==> config.mk <==
export PLATFORM = sky130hd
export DESIGN_NAME = apu_io_decoder
export DESIGN_NICKNAME = d
export VERILOG_FILES = /design/src/rtl/apu_io_pkg.sv /design/src/rtl/apu_io_ctrl.sv /design/src/rtl/apu_io_datapath.sv /design/src/rtl/apu_io_decoder.sv
export SDC_FILE = /design/constraint.sdc
export NUM_CORES = 2
export LEC_CHECK = 0
export CAP_MARGIN = 20
export CORE_MARGIN = 1.5
export CORE_UTILIZATION = 40
export CTS_BUF_LIST = sky130_fd_sc_hd__clkbuf_2 sky130_fd_sc_hd__clkbuf_4 sky130_fd_sc_hd__clkbuf_8
export DETAILED_ROUTE_END_ITERATION = 16
export GPL_TIMING_DRIVEN = 0
export MAX_ROUTING_LAYER = met4
export PLACE_DENSITY = 0.57
export RECOVER_POWER = 50
export SYNTH_ARGS = -nofsm -noshare
export SYNTH_HDL_FRONTEND = slang
export SYNTH_SLANG_ARGS = --single-unit
==> constraint.sdc <==
create_clock -name clk -period 9.7 [get_ports clk]
set_input_delay 2.91 -clock clk [delete_from_list [all_inputs] [get_ports clk]]
set_output_delay 2.91 -clock clk [all_outputs]
set_load 0.02 [all_outputs]
==> src/rtl/apu_io_pkg.sv <==
`timescale 1ns/1ps
package apu_io_pkg;
  localparam int ADDR_W = 16;
  localparam int DATA_W = 8;

  typedef enum logic [2:0] {
    SEL_RAM, SEL_ZERO, SEL_ROM, SEL_DSPIDX, SEL_DSPDAT, SEL_LATCH, SEL_TIMER
  } rdSel_e;

  typedef struct packed {
    logic       wrSpeed;
    logic       wrCtrl;
    logic       wrDspIdx;
    logic       wrDspDat;
    logic [1:0] wrLatch;
    logic [3:0] wrTgt;
    rdSel_e     rdSel;
    logic       latchIdx;
    logic [1:0] tmrIdx;
  } ioStrobe_t;

  function automatic logic [DATA_W-1:0] romByte(input int k);
    return DATA_W'((29 * k + 8'h47) % 256);
  endfunction
endpackage

==> src/rtl/apu_io_ctrl.sv <==
`timescale 1ns/1ps
module apu_io_ctrl
  import apu_io_pkg::*;
#(
  parameter int NUM_TIMERS = 3,
  parameter int ROM_DEPTH  = 64
) (
  input  logic [ADDR_W-1:0] busAddr,
  input  logic              busRd,
  input  logic              busWr,
  input  logic              dirPageFlag,
  input  logic              romEn,
  output ioStrobe_t         strb
);
  localparam int ROM_IW = $clog2(ROM_DEPTH);
  localparam logic [ADDR_W-1:0] ROM_BASE = ADDR_W'((1 << ADDR_W) - ROM_DEPTH);

  logic       inWin;
  logic [3:0] lo;
  logic       inRom;
  logic       wrWin;

  assign inWin = (busAddr[ADDR_W-1:4] == 12'h00F);
  assign lo    = busAddr[3:0];
  assign inRom = romEn && (busAddr[ADDR_W-1:ROM_IW] == ROM_BASE[ADDR_W-1:ROM_IW]);
  assign wrWin = busWr && inWin;

  always_comb begin
    strb.wrSpeed  = wrWin && (lo == 4'h0) && !dirPageFlag;
    strb.wrCtrl   = wrWin && (lo == 4'h1);
    strb.wrDspIdx = wrWin && (lo == 4'h2);
    strb.wrDspDat = wrWin && (lo == 4'h3);
    strb.wrLatch  = {wrWin && (lo == 4'h9), wrWin && (lo == 4'h8)};
  end

  for (genvar t = 0; t < 4; t++) begin : g_tgt
    if (t < NUM_TIMERS) begin : g_on
      assign strb.wrTgt[t] = wrWin && (lo == 4'(10 + t));
    end else begin : g_off
      assign strb.wrTgt[t] = 1'b0;
    end
  end

  always_comb begin
    strb.rdSel    = SEL_RAM;
    strb.latchIdx = lo[0];
    strb.tmrIdx   = 2'(lo - 4'd13);
    if (!busRd) begin
      strb.rdSel = SEL_ZERO;
    end else if (inRom) begin
      strb.rdSel = SEL_ROM;
    end else if (inWin) begin
      unique case (lo)
        4'h0, 4'h1, 4'hA, 4'hB, 4'hC: strb.rdSel = SEL_ZERO;
        4'h2:                         strb.rdSel = SEL_DSPIDX;
        4'h3:                         strb.rdSel = SEL_DSPDAT;
        4'h8, 4'h9:                   strb.rdSel = SEL_LATCH;
        4'hD, 4'hE, 4'hF:             strb.rdSel = SEL_TIMER;
        default:                      strb.rdSel = SEL_RAM;
      endcase
    end
  end
endmodule

==> src/rtl/apu_io_datapath.sv <==
`timescale 1ns/1ps
module apu_io_datapath
  import apu_io_pkg::*;
#(
  parameter int NUM_TIMERS = 3,
  parameter int DSP_DEPTH  = 128,
  parameter int ROM_DEPTH  = 64
) (
  input  logic                         clk,
  input  logic                         rstN,
  input  ioStrobe_t                    strb,
  input  logic [ADDR_W-1:0]            busAddr,
  input  logic [DATA_W-1:0]            busWrData,
  input  logic [DATA_W-1:0]            ramRdData,
  input  logic [NUM_TIMERS*DATA_W-1:0] timerCount,
  output logic [DATA_W-1:0]            busRdData,
  output logic [1:0]                   intSpeed,
  output logic [1:0]                   extSpeed,
  output logic                         ramWrEnable,
  output logic                         timersOn,
  output logic                         timersOff,
  output logic [NUM_TIMERS-1:0]        timerEn,
  output logic                         romEn,
  output logic [NUM_TIMERS*DATA_W-1:0] timerTarget
);
  localparam int DSP_IW = $clog2(DSP_DEPTH);
  localparam int ROM_IW = $clog2(ROM_DEPTH);

  logic [DATA_W-1:0] dspIdx;
  logic [DATA_W-1:0] dspFile [DSP_DEPTH];
  logic [DATA_W-1:0] latchReg [2];
  logic [DSP_IW-1:0] dspSel;
  logic              dspOk;

  assign dspSel = dspIdx[DSP_IW-1:0];
  assign dspOk  = (int'(dspIdx) < DSP_DEPTH);

  always_ff @(posedge clk) begin
    if (!rstN) begin
      intSpeed    <= '0;
      extSpeed    <= '0;
      ramWrEnable <= 1'b1;
      timersOn    <= 1'b1;
      timersOff   <= 1'b0;
      timerEn     <= '0;
      romEn       <= 1'b1;
      dspIdx      <= '0;
    end else begin
      if (strb.wrSpeed) begin
        intSpeed    <= busWrData[7:6];
        extSpeed    <= busWrData[5:4];
        timersOn    <= busWrData[3];
        ramWrEnable <= busWrData[1];
        timersOff   <= busWrData[0];
      end
      if (strb.wrCtrl) begin
        timerEn <= busWrData[NUM_TIMERS-1:0];
        romEn   <= busWrData[7];
      end
      if (strb.wrDspIdx) dspIdx <= busWrData;
    end
  end

  always_ff @(posedge clk) begin
    if (!rstN) begin
      for (int i = 0; i < DSP_DEPTH; i++) dspFile[i] <= '0;
    end else if (strb.wrDspDat && dspOk) begin
      dspFile[dspSel] <= busWrData;
    end
  end

  for (genvar l = 0; l < 2; l++) begin : g_latch
    always_ff @(posedge clk) begin
      if (!rstN)              latchReg[l] <= '0;
      else if (strb.wrLatch[l]) latchReg[l] <= busWrData;
    end
  end

  for (genvar t = 0; t < NUM_TIMERS; t++) begin : g_target
    always_ff @(posedge clk) begin
      if (!rstN)              timerTarget[t*DATA_W +: DATA_W] <= '0;
      else if (strb.wrTgt[t]) timerTarget[t*DATA_W +: DATA_W] <= busWrData;
    end
  end

  always_comb begin
    unique case (strb.rdSel)
      SEL_ZERO:   busRdData = '0;
      SEL_ROM:    busRdData = romByte(int'(busAddr[ROM_IW-1:0]));
      SEL_DSPIDX: busRdData = dspIdx;
      SEL_DSPDAT: busRdData = dspFile[dspSel];
      SEL_LATCH:  busRdData = latchReg[strb.latchIdx];
      SEL_TIMER:  busRdData = (int'(strb.tmrIdx) < NUM_TIMERS)
                              ? timerCount[int'(strb.tmrIdx)*DATA_W +: DATA_W] : '0;
      default:    busRdData = ramRdData;
    endcase
  end
endmodule

==> src/rtl/apu_io_decoder.sv <==
`timescale 1ns/1ps
module apu_io_decoder
  import apu_io_pkg::*;
#(
  parameter int NUM_TIMERS = 3,
  parameter int DSP_DEPTH  = 128,
  parameter int ROM_DEPTH  = 64
) (
  input  logic                         clk,
  input  logic                         rstN,
  input  logic [ADDR_W-1:0]            busAddr,
  input  logic                         busRd,
  input  logic                         busWr,
  input  logic [DATA_W-1:0]            busWrData,
  output logic [DATA_W-1:0]            busRdData,
  input  logic                         dirPageFlag,
  output logic [ADDR_W-1:0]            ramAddr,
  output logic                         ramWe,
  output logic [DATA_W-1:0]            ramWrData,
  input  logic [DATA_W-1:0]            ramRdData,
  input  logic [NUM_TIMERS*DATA_W-1:0] timerCount,
  output logic [1:0]                   intSpeed,
  output logic [1:0]                   extSpeed,
  output logic                         ramWrEnable,
  output logic                         timerGlobalEn,
  output logic [NUM_TIMERS-1:0]        timerEn,
  output logic [NUM_TIMERS*DATA_W-1:0] timerTarget
);
  ioStrobe_t strb;
  logic      romEn;
  logic      timersOn;
  logic      timersOff;

  apu_io_ctrl #(.NUM_TIMERS(NUM_TIMERS), .ROM_DEPTH(ROM_DEPTH)) u_ctrl (
    .busAddr(busAddr), .busRd(busRd), .busWr(busWr),
    .dirPageFlag(dirPageFlag), .romEn(romEn), .strb(strb)
  );

  apu_io_datapath #(.NUM_TIMERS(NUM_TIMERS), .DSP_DEPTH(DSP_DEPTH), .ROM_DEPTH(ROM_DEPTH)) u_dp (
    .clk(clk), .rstN(rstN), .strb(strb), .busAddr(busAddr), .busWrData(busWrData),
    .ramRdData(ramRdData), .timerCount(timerCount), .busRdData(busRdData),
    .intSpeed(intSpeed), .extSpeed(extSpeed), .ramWrEnable(ramWrEnable),
    .timersOn(timersOn), .timersOff(timersOff), .timerEn(timerEn),
    .romEn(romEn), .timerTarget(timerTarget)
  );

  assign ramAddr       = busAddr;
  assign ramWrData     = busWrData;
  assign ramWe         = busWr && ramWrEnable;
  assign timerGlobalEn = timersOn && !timersOff;
endmodule

# After elaboration in Yosys (flattened, before gate mapping)
# Memory sizes are Yosys's and may differ from the RTL's. A register that Yosys moved wholly into a read port is not among the register bits.
# Cells that the tools add are included.
op_classes:
  add_sub_neg: 2
  n_mul: 1
  n_div: 0
  n_lt_le_gt_ge: 2
  n_eq_ne: 16
  shifts: 1
  n_mux: 22
  n_bitwise: 2
  n_reduce_logical: 19
ops:
  columns: ["op", "n"]
  rows:
  - ["$pmux W8 S6", 1]
  - ["$mux W8", 4]
  - ["$shiftx A24 B6 Y8", 1]
  - ["$mux W7", 3]
  - ["$eq A4 B4 Y1 const B", 5]
  - ["$logic_and A1 B1 Y1", 15]
  - ["$eq A12 B4 Y1 const B", 1]
  - ["$mux W1", 11]
  - ["$eq A10 B10 Y1 const B", 1]
  - ["$eq A3 B3 Y1 const B", 3]
  - ["$mux W3", 3]
  - ["$add A8 B7 Y8 const B", 1]
  - ["$eq A4 B2 Y1 const B", 2]
  - ["$lt A8 B8 Y1 const B", 1]
  - ["$mul A5 B6 Y8 const A", 1]
  - ["$reduce_or A8 Y1", 1]
  - ["$eq A3 B2 Y1 const B", 2]
  - ["$eq A4 B1 Y1 const B", 1]
  - ["$logic_not A4 Y1", 1]
  - ["$eq A3 B1 Y1 const B", 1]
  - ["$logic_not A1 Y1", 2]
  - ["$lt A2 B2 Y1 const B", 1]
  - ["$or A1 B1 Y1", 2]
  - ["$sub A2 B1 Y2 const B", 1]
word_totals:
  register_bits: 43
  latchBits: 0
  ram_bits: 1040
  mem_bits_ro: 48
  input_bits: 61
  output_inout_bits: 66
  wordCells: 79
  n_memories: 3
mem_list:
  columns: ["memory", "depth", "width", "rd", "rd_ports_with_merged_regs", "wr", "line", "source"]
  rows:
  - ["u_dp.dspFile", 128, 8, 1, 1, 128, "apu_io_datapath.sv:30", "logic [DATA_W-1:0] dspFile [DSP_DEPTH];"]
  - ["(name not given)", 16, 3, 1, 0, 0, "apu_io_ctrl.sv:53", "unique case (lo)"]
  - ["u_dp.latchReg", 2, 8, 1, 0, 2, "apu_io_datapath.sv:31", "logic [DATA_W-1:0] latchReg [2];"]

# Depth between registers and ports, before layout
logic_depth:
  ltp_word: 9
  mapped_depth: 15

# Hierarchy
# A second synthesis with hierarchy kept.
unflattened:
  hier_cells: 3748
  area_unflattened_um2: 52441.5
modules_own_cells:
  columns: ["mod", "instances", "cells_per_inst", "area_per_inst_um2"]
  rows:
  - ["apu_io_datapath", 1, 3676, 51871.0]
  - ["apu_io_ctrl", 1, 46, 370.4]
  - ["apu_io_decoder", 1, 26, 200.2]

# Least setup slack after synthesis
# No wires, ideal clock.
synth_path:
  kind: "in2out"
  startpoint: "in busAddr[0]"
  endpoint: "out busRdData[7]"
  arrival_ns: 6.314
  required_time_ns: 6.790
  path_slack_ns: 0.476
  cell_stages: 13
  n_path_buf: 1
  path_cell_list: "clkbuf_1 > clkinv_1 > fa_1 > fa_1 > inv_1 > ha_1 > ha_1 > a21oi_1 > o21ai_0 > xnor2_1 > nand2_1 > nand4_1 > o32a_1"
synth_between:
  elab_chain_len: 6
  word_cells_on_any_way: 18
  cone_classes: "2 x add/sub; 1 x mul; 1 x order compare; 6 x eq/ne; 1 x shift; 5 x mux; 2 x memory"
synth_rtl:
  columns: ["item", "line", "source"]
  rows:
  - ["start: declaration", "apu_io_decoder.sv:11", "input logic [ADDR_W-1:0] busAddr,"]
  - ["parallel branches: the longest is 5 deep, another holds $mul A5 B6 Y8", null, null]
  - ["$pmux W8 S6 (*)", "apu_io_datapath.sv:87", "unique case (strb.rdSel)"]
  - ["end: declaration", "apu_io_decoder.sv:15", "output logic [DATA_W-1:0] busRdData,"]
# Mark *: on every way between the ends.

# Final worst setup path
layout_path:
  startpoint: "in busAddr[4]"
  endpoint: "out busRdData[2]"
layout_between:
  elab_chain_len: 6
  word_cells_on_any_way: 11
  cone_classes: "7 x eq/ne; 4 x mux"
layout_rtl:
  columns: ["item", "line", "source"]
  rows:
  - ["$eq A12 B4 Y1 (*)", "apu_io_ctrl.sv:23", "assign inWin = (busAddr[ADDR_W-1:4] == 12'h00F);"]
  - ["$mux W3 (*)", "apu_io_ctrl.sv:52", "end else if (inWin) begin"]
  - ["$mux W3 (*)", "apu_io_ctrl.sv:50", "end else if (inRom) begin"]
  - ["$mux W3 (*)", "apu_io_ctrl.sv:48", "if (!busRd) begin"]
  - ["$eq A3 B3 Y1, or another cell as far along", "apu_io_datapath.sv:87", null]
  - ["$pmux W8 S6 (*)", "apu_io_datapath.sv:87", null]
# Mark *: on every way between the ends. The rest lies on a longest branch, timed or not.

==> flow_summary.yaml <==
yosys:
  yosys.cell_types.count: 68
  synthFlopType: "edfxtp_1"
  syn_inst: 3850
  async_flop_share_pct: 0
  synth.cell_area_mm2: 0.0524
  synth_compound_area_share_pct: 3.00
  ys_warn_count: 0
  synth.ff_latch_count: 1090
  synth-simple-area-share_pct: 17.2
  avgSynthCellArea_um2: 13.6
  synth_enable_flop_cells: 1040
  yosys.area_share.xor_xnor_pct: 0.150
  synth_top_family_by_area: "simple AND/OR/NAND/NOR gates"
  muxShareOfSynthArea_pct: 12.8
  synthAdderAreaFrac_pct: 0.792
  syn-num-nets: 3940
  seq_area_frac_synth_pct: 61.5
detailed_routing:
  routedWlPerCell_um: 38.4
  drc_errors: 0
  dr.pass1.iters: 6
  avgViaCountPerCell: 6.46
  vias: 39390
  final_antenna_net_count: 0
  drt_wl_total_um: 234000
  drt_iter0_drc: 7024
final_layout:
  final_area_mm2: 0.0600
  utilization_pct: 46.2
  drive_above_1_share_pct: 16.8
  areaGrowthSynthToFinish_pct: 14.3
  finalNonFillerCells: 6096
  fin_nets: 4278
global_route:
  antenna_found_initial: 19
  grtUsageTotal_pct: 35.9
  grt_overflow: 0
  grt_max_degree: 17
  grt_pass1_vias: 37150
  grt_pass1_wl_um: 313000
critical_path:
  critical_path_arrival_ns: 6.83
  crit_path_end_kind: "output port"
  worst-path-stages: 10
  worstSetupStartpointType: "input pin"
  critPathSlowestCell: "dlygate4sd3_1"
  r2r_start: "u_dp.dspIdx[0]"
  critical_path_buf_inv_count: 3
  r2r_cells: 8
  path_cells: "dlygate4sd3_1 -> nor4b_4 -> and3_1 -> o2111ai_1 -> nor3_1 -> buf_4 -> o21ai_0 -> nor3_2 -> o32a_1 -> clkdlybuf4s50_1"
  max_stage_delay_ns: 0.68
  path_max_fanout: 7
  critical_path.top_delay_family: "buffers and inverters"
  worstPathRequired_ns: 6.79
  critPathKind: "input pin to output port"
  crit_start: "busAddr[4]"
placed_design:
  portBuffers: 118
  placed_cell_area_mm2: 0.0562
  gp_congestion: 1.05
  dp.cells: 5735
  dp_hpwl_um: 162000
  dp_slack_ns: -1.91
clocking:
  path_clk_slew_ns: 0.06
  post_cts_buffers: 0
  cts_hold_buffers: 0
  cts_made_buffers: 189
  cts_buffer_depth: 3
  root_buffer: "clkbuf_8"
  cts.sinks: 1090
  htree_levels: 4
  clk-insertion-delay-late_ns: 1.00
  cts_tree: "yes"
timing:
  final.min_clock_period_ns: 9.74
  setup_violations: 2
  rsz0062_at_grt: "false"
  hold_viol_final: 0
  finClkSkew_ns: 0.0464
  slew_headroom_pct: -73.4
  min_period_over_period_pct: 100
  max_slew.worst_pin.slew_ns: 2.58
  finalMaxSlewViolations: 83
  setup_ws_ns: -0.0421
  clock.fmax_mhz: 103
floorplanning:
  start_util_pct: 40.4
  std_cell_rows: 132
  coreArea_mm2: 0.130
  dieArea_mm2: 0.133
  io_pins: 127
  die_h_um: 365
  die_w_um: 365
pwr:
  leakage_nw: 24.0
  vdd_drop_max_v: 0.000163
  power_mw: 10.4
  p_per_area_mw_per_mm2: 174
min_path:
  holdPathStages: 2
  hp-class: "flip-flop to flip-flop"
  worstHoldStart: "u_dp.timerTarget[18]"
job:
  maxCapViolations: 8
status:
  status: "finished with violations"
  violations: "capacitance limit, slew limit, setup timing"
cell type report:
class | count | area (µm²)
Antenna cell | 15 | 37.5
Multi-Input combinational cell | 2230 | 17900
Inverter | 24 | 100
Timing Repair Buffer | 147 | 1520
Tap cell | 1742 | 2180
Sequential cell | 1090 | 32200
Buffer | 506 | 2210
Clock buffer | 265 | 3200
Clock inverter | 77 | 604
Fill cell | 11817 | 69900
tightest hold or removal path, delay by kind of cell (launching register included):
| kind | cells | cell delay [ns] |
|---|---|---|
| flops | 1 | 0.31 |
| compound gates | 1 | 0.06 |
| simple gates | 1 | 0.05 |
report_power, final:
group | switching, mW | leakage, nW | total, mW | internal, mW
sequential | 0.0598 | 10.5 | 5.41 | 5.35
combinational | 0.423 | 11.5 | 0.610 | 0.187
clock | 2.09 | 2.02 | 4.40 | 2.31
stage by stage:
step | setup TNS (ns) | hold WS [ns]
after floorplan | 0 | 0.438
after global placement | -15.95 | 0.450
after detailed placement | -13.18 | 0.456
after CTS | 0 | 0.468
after global routing | 0 | 0.484
final | -0.0581 | 0.461
worst paths after layout:
check | endpoint | slack, ns
setup / recovery | busRdData[2] | -0.04
hold / removal | u_dp.timerTarget[18] | 0.46
setup reg to reg | u_dp.dspFile[73][2] | 3.57
hold reg to reg | u_dp.timerTarget[18] | 0.46
sequential cells by signal, summed over array words and instances (netlist names), named ones only:
signal / cells
u_dp.romEn: 1
u_dp.timersOn: 1
u_dp.extSpeed: 2
u_dp.ramWrEnable: 1
u_dp.dspFile: 1024
u_dp.timerTarget: 24
u_dp.latchReg: 16
u_dp.dspIdx: 8
u_dp.intSpeed: 2
u_dp.timerEn: 3
u_dp.timersOff: 1
routing by layer:
metal	global-route usage, %	part of all wire [%]	up-vias
met3	14.1	15	744
met1	46.3	38	19984
met2	48.3	41	3260
met4	18.8	6.4	0
li1	-	-	15402
met5	-	0	-
synth_stat cells (9+ instances only):
| master | count | share of area (%) |
|---|---|---|
| ha_1 | 22 | 0.52 |
| a31oi_1 | 9 | 0.11 |
| a21oi_1 | 34 | 0.32 |
| nor3_1 | 15 | 0.14 |
| dfxtp_1 | 50 | 1.9 |
| buf_1 | 12 | 0.086 |
| o21ai_0 | 27 | 0.26 |
| and2_1 | 24 | 0.29 |
| nor2b_1 | 12 | 0.14 |
| mux2_2 | 9 | 0.19 |
| inv_1 | 20 | 0.14 |
| nor2_1 | 40 | 0.29 |
| and3_1 | 1036 | 12 |
| nand2_1 | 382 | 2.7 |
| mux4_2 | 240 | 10 |
| nand3_1 | 40 | 0.38 |
| a21boi_0 | 36 | 0.52 |
| buf_2 | 52 | 0.50 |
| clkbuf_2 | 32 | 0.31 |
| mux2i_1 | 122 | 2.3 |
| buf_6 | 20 | 0.43 |
| buf_4 | 47 | 0.67 |
| a22oi_1 | 36 | 0.52 |
| nand2b_1 | 11 | 0.13 |
| edfxtp_1 | 1040 | 60 |
| clkbuf_1 | 343 | 2.5 |
| a221oi_1 | 18 | 0.30 |
layout by cell type, fill, tap and decap left out, types with 19 or more instances in the layout:
master,instances
edfxtp_1,1040
and3_1,1036
clkbuf_1,392
nand2_1,382
mux4_2,240
clkbuf_8,193
mux2i_1,122
clkdlybuf4s50_1,75
clkbuf_4,72
buf_2,54
dfxtp_1,50
nor2_1,45
buf_4,44
nand3_1,39
clkinv_1,39
a22oi_1,36
a21boi_0,36
dlygate4sd3_1,35
a21oi_1,32
o21ai_0,26
ha_1,19
cells by family after synthesis:
kind of cell               Yosys count
xor gates and xnor gates             9
AOI/OAI and AO/OA                  220
and+or+nand+nor                   1601
muxes                              371
adders and majority gates           29
buffers and inverters              530
DFF                               1090
timing repair:
item,CTS,global route
endpoints found under the setup margin,8,8
gates resized for setup,38,30
pin swaps,7,8
(Power assumes the default switching activity.)
